==> src/rtl/csd_mult_pkg.sv <==
package csd_mult_pkg;
  localparam int NUM_TERMS = 4;

  // right-shift amount of each signed digit
  function automatic int term_shift(input int k);
    case (k)
      0:       return 1;
      1:       return 5;
      2:       return 7;
      default: return 10;
    endcase
  endfunction

  // 1 when the digit is -1
  function automatic bit term_neg(input int k);
    return (k == 1) || (k == 2);
  endfunction

  // coefficient expressed in units of 2^-frac_w
  function automatic longint coef_scaled(input int frac_w);
    longint acc;
    acc = 0;
    for (int k = 0; k < NUM_TERMS; k++) begin
      if (term_neg(k)) acc = acc - (longint'(1) << (frac_w - term_shift(k)));
      else             acc = acc + (longint'(1) << (frac_w - term_shift(k)));
    end
    return acc;
  endfunction
endpackage

==> src/rtl/csd_term_gen.sv <==
module csd_term_gen #(
  parameter int IN_W   = 10,
  parameter int FRAC_W = 10,
  parameter int NT     = csd_mult_pkg::NUM_TERMS,
  localparam int W     = IN_W + FRAC_W
) (
  input  logic [IN_W-1:0] a,
  output logic [NT*W-1:0] terms
);
  logic [W-1:0] ext;
  assign ext = {a, {FRAC_W{1'b0}}};

  for (genvar g = 0; g < NT; g++) begin : g_term
    assign terms[g*W +: W] = ext >> csd_mult_pkg::term_shift(g);
  end
endmodule

==> src/rtl/csd_sum.sv <==
module csd_sum #(
  parameter int W     = 20,
  parameter int NT    = csd_mult_pkg::NUM_TERMS,
  localparam int ACC_W = W + 1
) (
  input  logic [NT*W-1:0]  terms,
  output logic [ACC_W-1:0] acc
);
  always_comb begin
    logic [ACC_W-1:0] t;
    acc = '0;
    for (int k = 0; k < NT; k++) begin
      t = {{(ACC_W-W){1'b0}}, terms[k*W +: W]};
      if (csd_mult_pkg::term_neg(k)) acc = acc - t;
      else                           acc = acc + t;
    end
  end
endmodule

==> src/rtl/csd_out_stage.sv <==
module csd_out_stage #(
  parameter int W = 20
) (
  input  logic         clk,
  input  logic         rst,
  input  logic         load,
  input  logic [W-1:0] d,
  output logic         q_valid,
  output logic [W-1:0] q
);
  always_ff @(posedge clk) begin
    if (rst) begin
      q       <= '0;
      q_valid <= 1'b0;
    end else begin
      q_valid <= load;
      if (load) q <= d;
    end
  end


  valid_delay_chk: assert property (@(posedge clk) disable iff (rst)
    load |=> q_valid);

  valid_idle_chk: assert property (@(posedge clk) disable iff (rst)
    !load |=> !q_valid);

  hold_when_idle_chk: assert property (@(posedge clk) disable iff (rst)
    !load |=> $stable(q));

  reset_clears_chk: assert property (@(posedge clk)
    rst |=> (q == '0) && !q_valid);
endmodule

==> src/rtl/csd_const_mult.sv <==
module csd_const_mult #(
  parameter int IN_W   = 10,
  parameter int FRAC_W = 10,
  localparam int W     = IN_W + FRAC_W,
  localparam int NT    = csd_mult_pkg::NUM_TERMS,
  localparam int ACC_W = W + 1
) (
  input  logic            clk,
  input  logic            rst,
  input  logic            in_valid,
  input  logic [IN_W-1:0] in_data,
  output logic            out_valid,
  output logic [W-1:0]    out_result
);
  localparam logic [W-1:0] COEF_NUM = W'(csd_mult_pkg::coef_scaled(FRAC_W));

  logic [NT*W-1:0]  terms;
  logic [ACC_W-1:0] acc;
  logic             sum_wrapped;

  csd_term_gen #(.IN_W(IN_W), .FRAC_W(FRAC_W), .NT(NT)) u_terms (
    .a(in_data), .terms(terms));

  csd_sum #(.W(W), .NT(NT)) u_sum (.terms(terms), .acc(acc));

  assign sum_wrapped = acc[ACC_W-1];

  csd_out_stage #(.W(W)) u_out (
    .clk(clk), .rst(rst), .load(in_valid), .d(acc[W-1:0]),
    .q_valid(out_valid), .q(out_result));


  no_wrap_chk: assert property (@(posedge clk) disable iff (rst)
    in_valid |-> !sum_wrapped);

  exact_product_chk: assert property (@(posedge clk) disable iff (rst)
    in_valid |=> out_result == ({{FRAC_W{1'b0}}, $past(in_data)} * COEF_NUM));

  below_input_chk: assert property (@(posedge clk) disable iff (rst)
    in_valid |=> out_result <= {$past(in_data), {FRAC_W{1'b0}}});
endmodule

==> config.mk <==
export PLATFORM = sky130hd
export DESIGN_NAME = csd_const_mult
export DESIGN_NICKNAME = d
export VERILOG_FILES = /design/src/rtl/csd_mult_pkg.sv /design/src/rtl/csd_term_gen.sv /design/src/rtl/csd_sum.sv /design/src/rtl/csd_out_stage.sv /design/src/rtl/csd_const_mult.sv
export SDC_FILE = /design/constraint.sdc
export NUM_CORES = 1
export LEC_CHECK = 0
export BUFFER_PORTS_ARGS = -buffer_cell sky130_fd_sc_hd__buf_2
export CORE_ASPECT_RATIO = 0.5
export CORE_MARGIN = 4
export CORE_UTILIZATION = 57
export CTS_BUF_LIST = sky130_fd_sc_hd__clkbuf_4 sky130_fd_sc_hd__clkbuf_8 sky130_fd_sc_hd__clkbuf_16
export CTS_CLUSTER_DIAMETER = 100
export CTS_CLUSTER_SIZE = 40
export DETAILED_ROUTE_END_ITERATION = 10
export HOLD_SLACK_MARGIN = 0.05
export PLACE_DENSITY = 0.81
export SLEW_MARGIN = 40
export SYNTH_ARGS = -nofsm -noshare
export SYNTH_HDL_FRONTEND = slang
export SYNTH_SLANG_ARGS = --single-unit
==> constraint.sdc <==
create_clock -name clk -period 4.63 [get_ports clk]
set_clock_uncertainty 0.15 [all_clocks]
set_input_delay 0.926 -clock clk [delete_from_list [all_inputs] [get_ports clk]]
set_output_delay 0.926 -clock clk [all_outputs]
set_load 0.01 [all_outputs]
==> results of run 1 <==
synth_stat cells (2+ instances only):
cell	instances
o22ai_1	2
xor2_1	6
mux2i_1	10
inv_1	39
nor3_1	3
a31oi_2	2
xnor2_1	7
nand2b_1	3
a211oi_1	2
a21o_1	2
nor2_1	15
and3_1	2
o311ai_1	2
o2111ai_1	2
a21oi_1	11
nand2_1	16
o21ai_0	8
fa_1	9
nand3_1	6
a31oi_1	3
clkbuf_1	3
dfxtp_1	21
nor3b_1	2
ha_1	32
o211a_1	2
cell type report:
type | instances | area share
multi-input cells | 167 | 0.626
inverters | 39 | 0.0651
repair buffers | 33 | 0.0735
flip-flops and latches | 21 | 0.187
clock buffers | 4 | 0.0217
well taps | 48 | 0.0267
metal layers:
metal  global-route usage  vias up  wire length [µm]
met5                    0        -                 0
met4               0.0271        0                19
met3               0.0593        4               210
met2                0.341       40              1970
met1                0.252      776              1970
li1                     -      863                 -
worst min-delay path: cells and delay by family (launching register included):
| kind | cells | cell delay, ns |
|---|---|---|
| flops | 1 | 0.33 |
| compound gates | 1 | 0.05 |
| simple gates | 1 | 0.04 |
flip-flops by register name (all words and copies together), names as in the netlist:
signal,cells
u_out.q,20
u_out.q_valid,1
worst paths after layout:
path	cells past startpoint	to	startpoint
setup reg to reg	2	u_out.q[12]	u_out.q[12]
setup / recovery	12	u_out.q[15]	in_data[0]
hold reg to reg	2	u_out.q[13]	u_out.q[13]
hold / removal	2	u_out.q[13]	u_out.q[13]
power by group through the flow:
stage	logic, mW	clock network [mW]	registers [mW]
finish	0.426	0.125	0.230
global route	0.483	0.139	0.235
CTS	0.429	0.131	0.230
detailed placement	0.426	0	0.233
global placement	0.412	0	0.232
floorplan	0.298	0	0.250
per-stage QoR:
| stage | total power, mW | utilization | worst slack (ns) | instances |
|---|---|---|---|---|
| final | 0.781 | 0.709 | 0.886 | 312 |
| after global routing | 0.857 | 0.709 | 0.660 | 312 |
| after CTS | 0.789 | 0.709 | 0.885 | 312 |
| after detailed placement | 0.660 | 0.693 | 0.627 | 308 |
| after global placement | 0.644 | 0.693 | 0.717 | 308 |
| after floorplan | 0.548 | - | 1.01 | 233 |
logic make-up after synthesis:
group           count (synthesis)
simple gates                   54
compound gates                 49
buf+inv                        45
fa+ha+maj                      41
flops                          21
xor+xnor                       13
mux                            10
==> flow_summary_export.csv, run 1 <==
group,metric,value,unit
run_status,outcome,"finished clean",
synthesis,muxShareOfSynthArea,0.0500,
finish,antenna_cells,0,
timing,hold_violations,0,
power,combinationalPowerShare,0.546,
clock_network,clock_path_buffers,2,
timing,period_minus_slack,3.74,ns
clock_network,cts.sinks,21,
synthesis,synth_seq_area_share,0.210,
timing,relSlewSlack,0.699,
clock_network,cts_setup_buffers,0,
timing,hold_slack,0.298,ns
placement,place_congestion,0.832,
clock_network,cts-resized-gates,0,
floorplan,io_pins,34,
detailed_routing,postRouteAntennaNets,0,
setup_path,rrSetupSlack,3.72,ns
finish,final_cell_mix,"inv_1, buf_2, ha_1",
synthesis,synth_area,2000,µm²
detailed_routing,vias,1683,
synthesis,synthXorXnorAreaFrac,0.0569,
finish,n_fill_cell,234,
timing,finalSetupTns,0,ns
timing,drv_slew,0,
timing,fmax,267,MHz
global_routing,grt_usage,0.198,
placement,dp_hpwl,3510,µm
synthesis,synth_top_area_frac,0.210,
setup_path,critPathMaxStageDelay,0.52,ns
detailed_routing,initialDrtViolationCount,57,
synthesis,synth_top_area_cell,"dfxtp_1",
detailed_routing,vias_per_cell,5.39,
clock_network,cts_tree,"done",
placement,post_dp_cell_area,2200,µm²
synthesis,async_reset_ff_frac,0,
setup_path,crit_chain,"buf_2, inv_1, fa_1, inv_1, fa_1, ha_1, a21oi_1, o21ai_0, a311o_1, a31oi_2, xor2_1, o22ai_1",
floorplan,die_w,91.8,µm
timing,tightest_slew,0.451,ns
synthesis,yosys_warnings,0,
floorplan,core-area,3170,µm²
synthesis,synth_flop_cell,"dfxtp_1",
finish,layout_commonest_cell,"inv_1",
power,p_per_area,347,nW/µm²
synthesis,syn_inst,233,
setup_path,critPathSlowestCell,"fa_1",
detailed_routing,drc_errors,0,
detailed_routing,routed_wl,4170,µm
clock_network,path_clk_slew,0.07,ns
setup_path,critPathRequiredTime,4.62,ns
synthesis,synth-compound-area-share,0.173,
power,p_seq_frac,0.294,
power,p_leak,1.18,nW
synthesis,ys_top_cells_by_area,"dfxtp_1, ha_1, fa_1",
floorplan,dieHeight,49.9,µm
power,p_sw_frac,0.406,
timing,finalSetupViolCount,0,
finish,drive_above_1_share,0.159,
synthesis,syn_avg_cell_area,8.59,µm²
global_routing,overflow,0,
power,p_sw,0.317,mW
power,peakVddDrop,0.198,mV
global_routing,antenna_found_initial,0,
global_routing,grt_pass1_wl,7420,µm
power,p_int,0.464,mW
finish,regArea,420,µm²
setup_path,end_kind,"register",
synthesis,synth.distinct_cells,48,
finish,nNetsFinal,319,
clock_network,cts_buffers,3,
floorplan,row_count,14,
clock_network,cts_root_buf,"clkbuf_8",
hold_path,hp-class,"reg2reg",
clock_network,holdBufCountCts,0,
floorplan,die-area,4580,µm²
synthesis,synth.ff_latch_count,21,
setup_path,crit_buf_inv,3,
synthesis,yosys.area_share.adder,0.290,
finish,area_growth,12.3,%
synthesis,synthSimpleGateAreaFrac,0.133,
setup_path,startpoint_type,"input pin",
flow_run,drv_cap,0,
global_routing,grt_pass1_vias,1674,
setup_path,worstPathArrival,3.73,ns
timing,min_period_over_period,0.809,
finish,multi_input_area,1410,µm²
synthesis,synth_top_family_by_area,"adder cells",
setup_path,path_delay_family,"adder cells",
floorplan,initial_utilization,0.631,
finish,final_area,2250,µm²
synthesis,synth_edf_count,0,
setup_path,critPathKind,"in2reg",
setup_path,path_max_fanout,6,
power,p_clk_frac,0.160,
clock_network,htreeDepth,1,
detailed_routing,dr.pass1.iters,4,
synthesis,syn-num-nets,287,
placement,io_buffers,33,
timing,rsz0062_at_grt,"no",
clock_network,clock_latency,0.25,ns
detailed_routing,route.detailed.wl_per_inst,13.4,µm
global_routing,grt_max_degree,24,
Power figures use the tool's default switching activity.
==> inputs of run 2 (changes only) <==
Settings changed: CORE_UTILIZATION 57 to 51, PLACE_DENSITY 0.81 to 0.76.
Clock period 4.63 ns to 3.12 ns, I/O delays scaled along.
==> run 2 against run 1 <==
  * The flow now finishes with violations (negative setup slack)
  * First-iteration DRC count increased by 82%
  * Design area increased by 27%
  * Non-clock buffer count increased by 45
  * Global-route usage increased by 4.7 points
  * Wire length increased by 50%
  * Register-to-register slack got worse by 1.5 ns
  * Sequential share of layout area decreased by 4.0 points
  * Cell count increased by 15%
  * Power increased by 100%
  * Sequential power increased by 50%
  * Critical path type unchanged
  * Critical endpoint is now u_out.q[14]
==> flow_summary_export.csv, run 2 (synthesis gave the netlist of run 1 again) <==
group,metric,value,unit
clock_network,path_clk_slew,0.07,ns
timing,period_minus_slack,3.23,ns
finish,regMostFlops,"u_out.q",
setup_path,path_max_fanout,5,
global_routing,overflow,0,
detailed_routing,vias,2003,
setup_path,reg2reg_depth,3,
detailed_routing,route.detailed.wl_per_inst,17.4,µm
run_status,outcome,"finished with violations",
global_routing,grt_pass1_vias,2029,
setup_path,worstReg2RegEnd,"u_out.q[17]",
floorplan,io_pins,34,
global_routing,antenna_found_initial,0,
setup_path,end_kind,"register",
power,p_leak,1.42,nW
finish,largest_reg_flops,20,
placement,io_buffers,33,
timing,drv_slew,0,
detailed_routing,routed_wl,6250,µm
finish,final_area,2850,µm²
clock_network,htreeDepth,1,
finish,antenna_cells,0,
floorplan,initial_utilization,0.555,
clock_network,cts_root_buf,"clkbuf_8",
finish,layout_commonest_cell,"buf_4",
timing,tightest_slew,0.499,ns
finish,area_growth,42.4,%
global_routing,grt_max_degree,24,
setup_path,rrSetupSlack,2.21,ns
setup_path,critPathSlowestCell,"fa_1",
setup_path,crit_chain,"buf_2, inv_2, fa_1, inv_1, ha_4, ha_4, a21o_1, a31o_1, a21oi_4, o21ba_4, or4b_4, o311ai_4",
finish,fin_cells,360,
setup_path,critPathKind,"in2reg",
finish,multi_input_area,1640,µm²
clock_network,clock_latency,0.26,ns
finish,drive_above_1_share,0.369,
placement,placed_cells,350,
finish,final_cell_mix,"buf_4, inv_1, buf_2",
floorplan,die-area,5050,µm²
setup_path,critPathRequiredTime,3.14,ns
timing,relSlewSlack,0.668,
timing,rsz0062_at_grt,"yes",
placement,place_congestion,0.874,
timing,min_period_over_period,1.03,
timing,finalWorstSetupSlack,-0.106,ns
setup_path,critPathMaxStageDelay,0.53,ns
hold_path,hp-class,"reg2reg",
finish,nNetsFinal,364,
floorplan,core-area,3600,µm²
floorplan,dieHeight,52.3,µm
finish,top_regs,"u_out.q x20, u_out.q_valid x1",
timing,fmax,310,MHz
detailed_routing,drc_errors,0,
global_routing,grt_usage,0.245,
timing,finalSetupViolCount,4,
floorplan,row_count,15,
clock_network,cts_buffers,3,
global_routing,grt_pass1_wl,9520,µm
hold_path,holdPathEnd,"u_out.q[16]",
detailed_routing,initialDrtViolationCount,104,
power,peakVddDrop,0.332,mV
hold_path,hold_depth,2,
placement,dp_hpwl,3940,µm
timing,hold_violations,0,
clock_network,cts_tree,"done",
placement,post_dp_cell_area,2550,µm²
detailed_routing,postRouteAntennaNets,0,
finish,regArea,420,µm²
setup_path,startpoint_type,"input pin",
setup_path,rr_startpoint,"u_out.q[17]",
power,p_per_area,552,nW/µm²
detailed_routing,vias_per_cell,5.56,
run_status,failed_checks,"negative setup slack",
clock_network,cts.sinks,21,
flow_run,drv_cap,0,
hold_path,worstHoldStart,"u_out.q[16]",
setup_path,worstPathArrival,3.25,ns
setup_path,cp_common_cell,"ha_4",
clock_network,clock_path_buffers,2,
detailed_routing,dr.pass1.iters,4,
floorplan,die_w,96.6,µm
finish,n_fill_cell,220,
run 2: changes by cell type in the layout (fill, tap and decap cells not counted), sizes merged:
| cell | before | now |
|---|---|---|
| clkbuf | 4 | 5 |
| buf | 33 | 77 |
run 2: power by group:
group	switching, mW	total, mW	internal (mW)
Clock	0.0879	0.188	0.0998
Sequential	0.0271	0.345	0.318
Combinational	0.523	1.04	0.517
Total	0.638	1.57	0.935
run 2: through the flow:
stage	total power [mW]	utilization	setup slack, ns	hold WS (ns)	setup TNS [ns]
6_report	1.57	0.791	-0.106	0.300	-0.256
5_1_grt	1.67	0.791	-0.137	0.344	-0.818
4_1_cts	1.43	0.752	0.000780	0.307	0
3_5_place_dp	1.16	0.708	-0.370	0.288	-3.54
3_3_place_gp	1.13	0.708	-0.289	0.283	-2.88
2_1_floorplan	0.855	-	-0.0750	0.333	-0.124
run 2: final cells by class:
| cell class | count | area share |
|---|---|---|
| multi-input combinational | 167 | 0.576 |
| timing repair buffer | 78 | 0.185 |
| sequential | 21 | 0.148 |
| inverter | 39 | 0.0514 |
| tap | 51 | 0.0224 |
| clock buffer | 4 | 0.0171 |
run 2: per-layer routing:
metal,part of all wire,vias up,track usage
met5,0,-,0
met4,0.035,0,0.0535
met1,0.40,957,0.291
li1,-,953,-
met2,0.50,71,0.453
met3,0.059,22,0.0574
run 2: how the worst max path moves through the flow:
| stage | end | slack, ns | start |
|---|---|---|---|
| floorplan | u_out.q[14] | -0.08 | in_data[6] |
| CTS | u_out.q[17] | 0.0008 | in_data[2] |
| finish | u_out.q[14] | -0.11 | in_data[7] |
| global placement | u_out.q[17] | -0.29 | in_data[2] |
| detailed placement | u_out.q[17] | -0.37 | in_data[2] |
| global route | u_out.q[10] | -0.14 | in_data[6] |
run 2: timing repair:
item	in CTS	in global routing
pin swaps	5	8
cloned	0	0
hold buffers	0	0
buffers inserted	1	5
endpoints found under the setup margin	8	13
gates resized for setup	16	24
run 2: worst max-delay path, delay by kind of cell:
family                     cells  cell delay, ns
adders and majority gates      3            1.08
AOI/OAI and AO/OA              5            0.73
and+or+nand+nor                1            0.49
buffers and inverters          3            0.32
==> inputs of run 3 (changes only) <==
Settings changed: CTS_CLUSTER_DIAMETER 100 to 50, SKIP_LAST_GASP from default to 1.
==> run 3 against run 2 <==
  * The run still ends with negative setup slack left
  * Non-clock buffer count shrank 4
  * Flip-flop and latch count unchanged
  * Sequential share of layout area up 0.32 points
  * Critical path depth unchanged
  * Worst setup slack better by 0.0050 ns
  * Largest power group unchanged
  * First-iteration DRC count fell by 13%
==> flow_summary_export.csv, run 3 (synthesis gave the netlist of run 1 again) <==
group,metric,value,unit
run_status,outcome,"finished with violations",
run_status,failed_checks,"negative setup slack",
power,p_clk_frac,0.123,
global_routing,grt_pass1_vias,1965,
floorplan,die-area,5050,µm²
timing,tightest_slew,0.481,ns
finish,top_regs,"u_out.q x20, u_out.q_valid x1",
timing,relSlewSlack,0.679,
placement,dp_hpwl,3940,µm
finish,fin_cells,356,
timing,period_minus_slack,3.22,ns
power,p_int,0.906,mW
power,p_leak,1.38,nW
clock_network,htreeDepth,1,
finish,antenna_cells,0,
clock_network,cts_tree,"done",
power,peakVddDrop,0.317,mV
setup_path,path_max_fanout,5,
detailed_routing,route.detailed.wl_per_inst,16.0,µm
setup_path,worstPathArrival,3.28,ns
finish,postLayoutCoreUtil,0.774,
finish,n_fill_cell,241,
power,fin_total_pwr,1.51,mW
placement,io_buffers,33,
finish,regMostFlops,"u_out.q",
setup_path,critPathKind,"in2reg",
clock_network,clock_latency,0.25,ns
setup_path,end_kind,"register",
finish,final_cell_mix,"buf_4, inv_1, buf_2",
timing,rsz0062_at_grt,"yes",
clock_network,cts_buffers,3,
global_routing,grt_usage,0.219,
power,combinationalPowerShare,0.650,
power,p_per_area,542,nW/µm²
power,p_seq_frac,0.227,
setup_path,worstReg2RegEnd,"u_out.q[17]",
flow_run,drv_cap,0,
detailed_routing,vias_per_cell,5.41,
floorplan,dieHeight,52.3,µm
timing,hold_slack,0.300,ns
clock_network,cts_root_buf,"clkbuf_8",
detailed_routing,postRouteAntennaNets,0,
setup_path,startpoint_type,"input pin",
timing,drv_slew,0,
setup_path,reg2reg_depth,3,
hold_path,worstHoldStart,"u_out.q[16]",
floorplan,io_pins,34,
global_routing,grt_max_degree,24,
detailed_routing,routed_wl,5690,µm
hold_path,hp-class,"reg2reg",
floorplan,die_w,96.6,µm
clock_network,clock_path_buffers,2,
floorplan,row_count,15,
clock_network,cts.sinks,21,
power,p_sw_frac,0.401,
clock_network,path_clk_slew,0.08,ns
setup_path,rrSetupSlack,2.21,ns
timing,fmax,310,MHz
setup_path,critPathRequiredTime,3.18,ns
setup_path,rr_startpoint,"u_out.q[17]",
placement,placed_cells,350,
finish,layout_commonest_cell,"buf_4",
finish,nNetsFinal,360,
detailed_routing,dr.pass1.iters,4,
detailed_routing,initialDrtViolationCount,91,
global_routing,grt_pass1_wl,8620,µm
timing,finalSetupViolCount,6,
floorplan,initial_utilization,0.555,
global_routing,antenna_found_initial,0,
detailed_routing,drc_errors,0,
timing,finalWorstSetupSlack,-0.101,ns
floorplan,core-area,3600,µm²
timing,hold_violations,0,
global_routing,overflow,0,
placement,place_ws,-0.370,ns
timing,min_period_over_period,1.03,
finish,area_growth,39.3,%
finish,largest_reg_flops,20,
detailed_routing,vias,1926,
hold_path,holdPathEnd,"u_out.q[16]",
hold_path,hold_depth,2,
finish,drive_above_1_share,0.351,
power,p_sw,0.606,mW
placement,place_congestion,0.874,
run 3: cell types whose count changed in the layout (fill, tap and decap cells not counted), sizes merged:
cell	delta
buf	-3
clkbuf	-1
run 3: stage by stage:
stage          TNS (ns)  instance area [µm²]
2_1_floorplan    -0.124                 2060
4_1_cts         -0.0212                 2690
3_5_place_dp      -3.54                 2550
3_3_place_gp      -2.88                 2550
5_1_grt          -0.944                 2790
6_report         -0.303                 2790
run 3: metal layers:
layer  vias up  wire length [µm]  global-route usage  share of wire
li1        946                 -                   -              -
met1       916              2310               0.269           0.41
met2        54              2930               0.404           0.52
met3        10               347              0.0473          0.061
met4         0               101              0.0302          0.018
met5         -                 0                   0              0
run 3: how the worst max path moves through the flow:
stage / startpoint / endpoint / slack [ns] / depth (start not counted)
4_1_cts: in_data[3] / u_out.q[17] / -0.02 / 12
3_5_place_dp: in_data[2] / u_out.q[17] / -0.37 / 12
3_3_place_gp: in_data[2] / u_out.q[17] / -0.29 / 12
6_report: in_data[8] / u_out.q[17] / -0.10 / 12
2_1_floorplan: in_data[6] / u_out.q[14] / -0.08 / 9
5_1_grt: in_data[8] / u_out.q[14] / -0.18 / 12
run 3: what timing repair did:
action	CTS	global route
gates cloned	0	0
pin swaps	5	8
hold buffers	0	0
setup endpoints to repair	8	12
buffers inserted	1	1
resized for setup	13	17
run 3: critical path, cell delays in order:
cell and delay, ns:
buf_2 0.12, inv_1 0.09, fa_1 0.50, inv_1 0.05, ha_1 0.34, ha_4 0.31, o21a_1 0.17, o2111ai_2 0.16
a31oi_4 0.24, a31oi_4 0.14, or4_1 0.43, nand3_1 0.10
run 3: power by group through the flow:
stage / clock (mW) / sequential (mW) / combinational (mW)
final: 0.186 / 0.343 / 0.982
after global routing: 0.202 / 0.348 / 1.07
after CTS: 0.192 / 0.341 / 0.872
after detailed placement: 0 / 0.347 / 0.814
after global placement: 0 / 0.344 / 0.790
after floorplan: 0 / 0.371 / 0.483
run 3: area by class of cell:
type                            instances  area [µm²]  share of cell area
Sequential cell                        21         420               0.151
Tap cell                               51        63.8              0.0229
Inverter                               39         146              0.0525
Clock buffer                            4        48.8              0.0175
Multi-Input combinational cell        167        1620               0.581
Timing Repair Buffer                   74         488               0.175
